File: src/rtl/hotswap_seq.sv
module hotswap_seq #(
  parameter int CYC_PER_MS   = 125000,
  parameter int QUAL_MS      = 100,
  parameter int OC_MS        = 2,
  parameter int COOL_MS      = 100,
  parameter int RST_HOLD_CYC = 125
) (
  input  logic clk,
  input  logic rst_n,
  input  logic uvlo_ok_i,
  input  logic uv_i,
  input  logic uv_rst_i,
  input  logic ov_i,
  input  logic oc_i,
  input  logic fb_ok_i,
  input  logic gate_ok_i,
  output logic gate_en_o,
  output logic fast_pd_o,
  output logic fault_o,
  output logic pgood_o
);
  localparam int QUAL_CYC = QUAL_MS * CYC_PER_MS;
  localparam int OC_CYC   = OC_MS * CYC_PER_MS;
  localparam int COOL_CYC = COOL_MS * CYC_PER_MS;
  localparam int MAX_A    = (QUAL_CYC > COOL_CYC) ? QUAL_CYC : COOL_CYC;
  localparam int MAX_B    = (OC_CYC > RST_HOLD_CYC) ? OC_CYC : RST_HOLD_CYC;
  localparam int MAX_CYC  = (MAX_A > MAX_B) ? MAX_A : MAX_B;
  localparam int CW       = $clog2(MAX_CYC + 1);
  localparam logic [CW-1:0] QUAL_END = CW'(QUAL_CYC - 1);
  localparam logic [CW-1:0] OC_END   = CW'(OC_CYC - 1);
  localparam logic [CW-1:0] COOL_END = CW'(COOL_CYC - 1);
  localparam logic [CW-1:0] RST_END  = CW'(RST_HOLD_CYC - 1);

  typedef enum logic [2:0] {S_QUAL, S_ON, S_LATCH, S_ARMED, S_COOL} st_t;

  logic [6:0] s1, s2;
  logic       uvlo_s, uv_s, rst_s, ov_s, oc_s, fb_s, gok_s, ok_s;
  st_t        st;
  logic [CW-1:0] tmr;
  logic       pg;

  always_ff @(posedge clk or negedge rst_n)
    if (!rst_n) begin
      s1 <= '0;
      s2 <= '0;
    end else begin
      s1 <= {gate_ok_i, fb_ok_i, oc_i, ov_i, uv_rst_i, uv_i, uvlo_ok_i};
      s2 <= s1;
    end

  assign {gok_s, fb_s, oc_s, ov_s, rst_s, uv_s, uvlo_s} = s2;
  assign ok_s = uvlo_s & ~uv_s & ~ov_s;

  always_ff @(posedge clk or negedge rst_n)
    if (!rst_n) begin
      st  <= S_QUAL;
      tmr <= '0;
      pg  <= 1'b0;
    end else begin
      pg <= fb_s & (pg | gok_s);
      case (st)
        S_QUAL:
          if (!ok_s) tmr <= '0;
          else if (tmr == QUAL_END) begin
            st  <= S_ON;
            tmr <= '0;
          end else tmr <= tmr + 1'b1;
        S_ON:
          if (!ok_s) begin
            st  <= S_QUAL;
            tmr <= '0;
          end else if (!oc_s) tmr <= '0;
          else if (tmr == OC_END) begin
            st  <= S_LATCH;
            tmr <= '0;
          end else tmr <= tmr + 1'b1;
        S_LATCH:
          if (!rst_s) tmr <= '0;
          else if (tmr == RST_END) begin
            st  <= S_ARMED;
            tmr <= '0;
          end else tmr <= tmr + 1'b1;
        S_ARMED:
          if (!rst_s) begin
            st  <= S_COOL;
            tmr <= '0;
          end
        S_COOL:
          if (tmr == COOL_END) begin
            st  <= S_QUAL;
            tmr <= '0;
          end else tmr <= tmr + 1'b1;
        default: begin
          st  <= S_QUAL;
          tmr <= '0;
        end
      endcase
    end

  assign gate_en_o = (st == S_ON);
  assign fault_o   = (st == S_LATCH);
  assign fast_pd_o = ~uvlo_s;
  assign pgood_o   = pg;
endmodule

File: config.mk
export PLATFORM = sky130hd
export DESIGN_NAME = hotswap_seq
export DESIGN_NICKNAME = d
export VERILOG_FILES = /design/src/rtl/hotswap_seq.sv
export SDC_FILE = /design/constraint.sdc
export NUM_CORES = 1
export LEC_CHECK = 0
export BUFFER_PORTS_ARGS = -buffer_cell sky130_fd_sc_hd__buf_2
export CAP_MARGIN = 25
export CORE_MARGIN = 2
export CORE_UTILIZATION = 50
export DETAILED_ROUTE_END_ITERATION = 8
export GPL_TIMING_DRIVEN = 0
export PLACE_DENSITY = 0.68
export SYNTH_ARGS = -nofsm -noshare
export SYNTH_HDL_FRONTEND = slang
export SYNTH_SLANG_ARGS = --single-unit
File: constraint.sdc
create_clock -name clk -period 3.5 [get_ports clk]
set_input_delay 0.7 -clock clk [delete_from_list [all_inputs] [get_ports clk]]
set_output_delay 0.7 -clock clk [all_outputs]
set_load 0.01 [all_outputs]
# After elaboration in Yosys (flattened, before gate mapping)
# Index checks and enable logic that the tools add are counted.
# word_totals
ff_bits,42
output_inout_bits,4
elab_cells,49
# classes
n_addsub,1
n_eq_ne,15
muxes,19
bitwise_logic,7
reduce_logical,2
# ops
cell,count
24-bit two-way mux,8
24-bit case mux with 5 select lines,1
3-bit two-way mux,9
24-bit by 1-bit adder with 24-bit output (second input constant),1
24-bit by 18-bit == test with 1-bit output (second input constant),1
24-bit == test (second input constant),1
24-bit by 7-bit == test with 1-bit output (second input constant),1
3-bit case mux with 5 select lines,1
2-bit inequality test (second input constant),4
8-bit AND reduction,1
3-bit by 2-bit == test with 1-bit output (second input constant),2
2-bit by 1-bit inequality test with 1-bit output (second input constant),2
1-bit AND,3
3-bit by 1-bit == test with 1-bit output (second input constant),1
3-bit == test (second input constant),1
3-bit zero test,1
3-bit by 2-bit inequality test with 1-bit output (second input constant),1
3-bit inequality test (second input constant),1
1-bit inverter,3
1-bit OR,1

# Depth between registers and ports, before layout
# Gate-level depths: netlist of the first run.
# logic_depth
depth_word,5
ltp_mapped,9
depth_no_buf,7

# Worst setup path before layout of the first run
# OpenSTA, ideal clock, no wires.
# synth_timing
path_type,register to register
startpoint,register tmr[0]
endpoint,register tmr[15]
setup_time_ps,119
arrival_time_ps,1755
setup_slack_ps,1627
stages_incl_launch_ff,10
path_buffers,2
period_less_slack_ps,1873
path_cell_list,dfrtp_1 -> ha_1 -> and4_1 -> buf_4 -> and3_1 -> nand3_2 -> a31o_4 -> nor2_8 -> buf_6 -> nor2_1
# synth_via
elab_chain_cells,5
elab_cells_between_ends,12
# synth_lines
element,line_no,source
"start, declared",39,logic [CW-1:0] tmr;
"start signal, assigned",67,end else tmr <= tmr + 1'b1;
"start signal, assigned",76,end else tmr <= tmr + 1'b1;
"start signal, assigned",82,end else tmr <= tmr + 1'b1;
24-bit by 1-bit adder with 24-bit output / 24-bit by 18-bit == test with 1-bit output (equally long branches),-,
24-bit two-way mux,73,else if (tmr == OC_END) begin
24-bit two-way mux,72,end else if (!oc_s) tmr <= '0;
24-bit two-way mux,69,if (!ok_s) begin
24-bit case mux with 5 select lines (*),61,case (st)
# Every way passes the cells marked *; elsewhere a longest branch is shown, timed or not.
# A chain may end at the register's enable or synchronous reset.

# Worst setup path in the final report of the first run
# layout_timing
startpoint,register tmr[19]
endpoint,register tmr[20]
# Same word-level chain as after synthesis.

==> flow_summary.ini, run 1 <==
[logic_synthesis]
syn_area_sq_um = 1990
ys_top_cells_by_area = dfrtp_1 (53%), nor2_1 (4.9%), xor2_1 (4.4%)
yosysWarnings = 0
ys_seq_area_frac = 0.529
synth-seq-cells = 42
yosysTopAreaCell = dfrtp_1
yosysTopAreaCellShare = 0.529
syn_inst = 184
syn_avg_cell_area_sq_um = 10.8
synth.distinct_cells = 44
synth_nets = 195

[critical_path]
startpoint_type = flop
crit_fanout = 10
crit_path_end_kind = flop
worstPathArrival_ns = 2.33
reg2reg_from = tmr[19]
path_class = reg -> reg
crit_required_ns = 3.69
startpoint = tmr[19]

[finish]
area_growth_syn_to_layout_pct = 10.8
antenna_cells = 0
layout-drive-gt1-share = 0.162
fin_util = 0.588
nNetsFinal = 214
num-fill-cells = 323
finalNonFillerCells = 252
stdcell_area_sq_um = 2200

[power_and_ir_drop]
p_total_uw = 881
ir_drop_v = 0.000283
p_leak_nw = 0.928
power.density_nw_per_um2 = 400

[clock_network]
cts.repair.resized = 0
clkTransAtPathRegs_ns = 0.09
cts_tree = yes
cts_made_buffers = 5
cts_root_buf = clkbuf_8
clk_latency_ns = 0.30
cts_sinks = 42
htree_levels = 2
clockBufferDepth = 2
cts_setup_buffers = 0
cts_hold_buffers = 0

[detailed_routing]
vias = 1434
firstDrtPassIters = 4
vias_per_cell = 5.69
ant_nets = 0
drc_errors = 0
totalWireLength_mm = 3.65
wl_per_cell_um = 14.5
dr.first_iter.drc_count = 107

[run_status]
outcome = complete, no violations

[global_route]
grt_pass1_wl_mm = 6.37
gr-total-overflow = 0
antenna_found_initial = 0
grt_max_degree = 43
grt.total_usage = 0.193
grt_pass1_vias = 1384

[placement]
portBuffers = 12
place.gp.congestion = 0.824
dp_slack_ns = 1.40
dpl_cell_area_sq_um = 2110
placed_cells = 244
dpl.hpwl_mm = 2.67

[floorplanning]
chipHeight_um = 67.0
die_w_um = 67.0
initial_core_util = 0.531
die-area_sq_um = 4490
fp-row-count = 22
pin_count = 13
core_area_sq_um = 3740

[timing]
slew_violations = 0
rsz0062_at_grt = false
finClkSkew_ns = 0.00453
hold_violations = 0
min_period_over_period = 0.612
setup_viol = 0
worst_pin_slew_ns = 0.884
max_slew_margin = 0.411
fin_ws_ns = 1.36
totalNegativeSetupSlack_ns = 0
max_freq_ghz = 0.467
period_needed_ns = 2.14
timing.hold.ws_ns = 0.354

[hold_path]
hp-start = s1[4]
min_path_type = reg -> reg

[run]
maxCapViolCount = 0
==> registers in the layout, summed over array words and instances (netlist names) <==
| register | count |
|---|---|
| tmr | 24 |
| s1 | 7 |
| pgood_o | 1 |
| s2 | 7 |
| st | 3 |
==> layout by cell type, fill, tap and decap left out, types with 2 or more instances in the layout <==
cell	synthesis	final
nor3b_1	2	2
a21oi_1	3	3
o21ai_0	4	4
nor3_1	8	8
o31ai_1	3	3
nand3_1	13	13
nor4_1	2	2
dfrtp_1	42	42
xor2_1	10	10
inv_1	5	5
clkbuf_8	0	5
ha_1	2	2
o221ai_1	2	2
and4_1	4	4
nor2_1	26	26
xnor2_1	6	6
buf_2	0	12
and3_1	5	5
nand2_1	14	14
o22ai_1	2	2
nor2b_1	3	3
inv_6	0	3
nand4_1	4	4
==> layer usage <==
layer  GRT usage  part of all wire
met3      0.0507             0.038
met4      0.0689             0.016
met5           0                 0
met2       0.313              0.49
met1       0.249              0.45
==> power breakdown <==
group	internal [mW]	switching (mW)
Combinational	0.0175	0.0299
Sequential	0.499	0.0101
Clock	0.148	0.177
==> cell type report <==
cell class                      instances  area (sq um)  area share
Buffer                                  3          22.5      0.0102
Clock buffer                            5          68.8      0.0313
Clock inverter                          3          26.3      0.0119
Inverter                                5          18.8     0.00852
Multi-Input combinational cell        134           895       0.406
Sequential cell                        42          1050       0.477
Tap cell                               48          60.1      0.0273
Timing Repair Buffer                   12          60.1      0.0273
==> critical path, stage by stage (launching register included) <==
cell	delay [ns]
dfrtp_1	0.42
nor4_1	0.45
nand4_1	0.17
nor4_2	0.35
o22ai_4	0.19
nor2_8	0.23
buf_6	0.16
nor2_1	0.05
==> cells by family after synthesis <==
kind of cell / share of synthesized area
AOI/OAI and AO/OA: 0.0945
xor gates and xnor gates: 0.0705
adders and majority gates: 0.0126
buffers and inverters: 0.0208
DFF: 0.529
and+or+nand+nor: 0.273
==> worst paths after layout <==
kind,slack [ns],end,cells after the start
setup reg to reg,1.36,tmr[20],7
max in group asynchronous,2.43,s1[6],1
hold / removal,0.35,s2[4],0
min in group asynchronous,0.52,tmr[12],1
hold reg to reg,0.35,s2[4],0
setup / recovery,1.36,tmr[20],7
==> cells in the mapped netlist, drive strengths merged <==
master    n
a21oi     3
a31o      1
a31oi     2
a32o      1
and2      1
and3      5
and4      4
and4b     1
buf       2
clkbuf    1
dfrtp    42
ha        2
inv       5
nand2    14
nand2b    1
nand3    14
nand4     4
nand4b    1
nand4bb   1
nor2     27
nor2b     3
nor3      9
nor3b     4
nor4      3
o21a      1
o21ai     4
o221ai    2
o22ai     3
o2bb2ai   1
o31ai     3
o32ai     1
or2       1
or3       1
xnor2     6
xor2     10
Power figures use the tool's default switching activity.
==> inputs of run 2 (changes only) <==
- PLACE_DENSITY: 0.68 -> 0.7
- clock period: 3.5 -> 1.75 ns (I/O delays scaled with it)
==> run 2 against run 1 <==
  * Critical endpoint unchanged
  * Final cell count up 4.4%
  * Global-route usage increased by 0.71 points
  * First-iteration DRC count shrank 4.7%
  * The run now ends with negative setup slack left
  * Largest power group unchanged
  * Core utilization up 6.8 points
  * Sequential power is 100% higher
  * Clock power grew 100%
  * Non-clock buffer count rose by 11
  * Power grew 110%
  * Count of clock-buffer cells in the layout did not move
==> flow_summary.ini, run 2 (synthesized netlist as in run 1, its figures left out) <==
[finish]
mostFrequentLayoutCells = dfrtp_1 (39), nand2_1 (14), nand3_1 (13), nor2_2 (13), buf_2 (12)
final_common_cell = dfrtp_1
layout-drive-gt1-share = 0.344
num-fill-cells = 309
area_growth_syn_to_layout_pct = 23.6
largestRegisters = tmr: 24 flops, s1: 7 flops, s2: 7 flops
regMostFlops = tmr
largest_reg_flops = 24
antenna_cells = 0
nNetsFinal = 225
stdcell_area_sq_um = 2450

[clock_network]
cts_tree = yes
clkTransAtPathRegs_ns = 0.09
clk_latency_ns = 0.30
cts_root_buf = clkbuf_8
cts_sinks = 42
cts_made_buffers = 5
clockBufferDepth = 2
htree_levels = 2

[power_and_ir_drop]
power_frac_comb = 0.073
pwr-share-seq = 0.563
power.density_nw_per_um2 = 739
p_leak_nw = 1.00
power.share.switching = 0.254
ir_drop_v = 0.000612
internal_power_mw = 1.35
p_sw_uw = 460
p_clk_frac = 0.364

[placement]
place.gp.congestion = 0.781
dpl_cell_area_sq_um = 2130
portBuffers = 12
dpl.hpwl_mm = 2.59

[detailed_routing]
vias_per_cell = 5.63
totalWireLength_mm = 3.97
firstDrtPassIters = 4
vias = 1482
drc_errors = 0
ant_nets = 0
dr.first_iter.drc_count = 102
wl_per_cell_um = 15.1

[timing]
min_period_over_period = 1.09
slew_violations = 0
worst_pin_slew_ns = 0.895
setup_viol = 24
totalNegativeSetupSlack_ns = -3.17
finClkSkew_ns = 0.0104
hold_violations = 0
max_freq_ghz = 0.524
max_slew_margin = 0.403
period_needed_ns = 1.91
fin_ws_ns = -0.159
rsz0062_at_grt = true

[critical_path]
reg2reg_from = tmr[0]
r2r_slack_ns = -0.16
worstPathArrival_ns = 2.09
crit_required_ns = 1.93
crit_path_end_kind = flop
startpoint_type = flop
path_class = reg -> reg
rr_worst_depth = 8
rr_endpoint = tmr[20]
crit_fanout = 8

[floorplanning]
core_area_sq_um = 3740
initial_core_util = 0.531
chipHeight_um = 67.0
fp-row-count = 22
die-area_sq_um = 4490
die_w_um = 67.0
pin_count = 13

[hold_path]
hold-path-endpoint = s1[1]
hp-start = uv_i
min_path_type = in -> reg
hold_depth = 1

[global_route]
gr-total-overflow = 0
grt_max_degree = 43
grt_pass1_vias = 1457
grt.total_usage = 0.201
grt_pass1_wl_mm = 6.71
antenna_found_initial = 0

[run_status]
outcome = finished with violations
failed_checks = negative setup slack

[run]
maxCapViolCount = 0
-- run 2: timing repair --
item | in CTS | in global routing
setup buffers | 10 | 1
hold endpoints to repair | 0 | 0
endpoints found under the setup margin | 25 | 26
hold buffers | 0 | 0
gates cloned | 1 | 0
pin swaps | 3 | 5
gates resized for setup | 14 | 27
-- run 2: final cells by class --
cell class	count	area [sq um]	share of cell area
Buffer	2	18.8	0.00765
Clock buffer	5	68.8	0.0280
Clock inverter	3	26.3	0.0107
Inverter	5	18.8	0.00765
Multi-Input combinational cell	134	1040	0.423
Sequential cell	42	1050	0.430
Tap cell	48	60.1	0.0245
Timing Repair Buffer	24	169	0.0688
-- run 2: layer usage --
layer / up-vias / global-route usage / wire (um)
met1: 727 / 0.265 / 1780
met2: 34 / 0.330 / 1990
met5: - / 0 / 0
li1: 714 / - / -
met3: 7 / 0.0456 / 153
met4: 0 / 0.0536 / 46
-- run 2: worst max-delay path by stage --
stage,slack [ns],startpoint,endpoint,cells after the start
detailed placement,-0.28,tmr[19],tmr[5],6
finish,-0.16,tmr[0],tmr[20],8
global route,-0.31,tmr[19],tmr[1],6
floorplan,-0.11,tmr[1],tmr[22],9
CTS,-0.16,tmr[0],tmr[20],9
global placement,-0.26,tmr[0],tmr[20],9
-- run 2: per-stage QoR --
| stage | setup slack [ns] | std cells | hold WS [ns] | total power [mW] | utilization |
|---|---|---|---|---|---|
| 2_1_floorplan | -0.107 | 184 | 0.0544 | 1.08 | - |
| 3_3_place_gp | -0.260 | 244 | 0.332 | 1.13 | 0.570 |
| 3_5_place_dp | -0.277 | 244 | 0.336 | 1.13 | 0.570 |
| 4_1_cts | -0.165 | 263 | 0.140 | 1.83 | 0.631 |
| 5_1_grt | -0.309 | 263 | 0.135 | 1.90 | 0.656 |
| 6_report | -0.159 | 263 | 0.152 | 1.81 | 0.656 |
-- run 2: critical path: stages, from the launching register on --
cell	delay, ns
dfrtp_1	0.44
inv_2	0.09
ha_1	0.17
nand4bb_1	0.15
nor4_4	0.36
o22ai_4	0.17
nor2_8	0.21
buf_8	0.16
nor2_2	0.04
-- run 2: power by group through the flow --
stage	sequential, mW	clock (mW)	combinational, mW
2_1_floorplan	1.03	0	0.0508
3_3_place_gp	1.04	0	0.0925
3_5_place_dp	1.04	0	0.0962
4_1_cts	1.02	0.684	0.124
5_1_grt	1.02	0.725	0.149
6_report	1.02	0.660	0.132
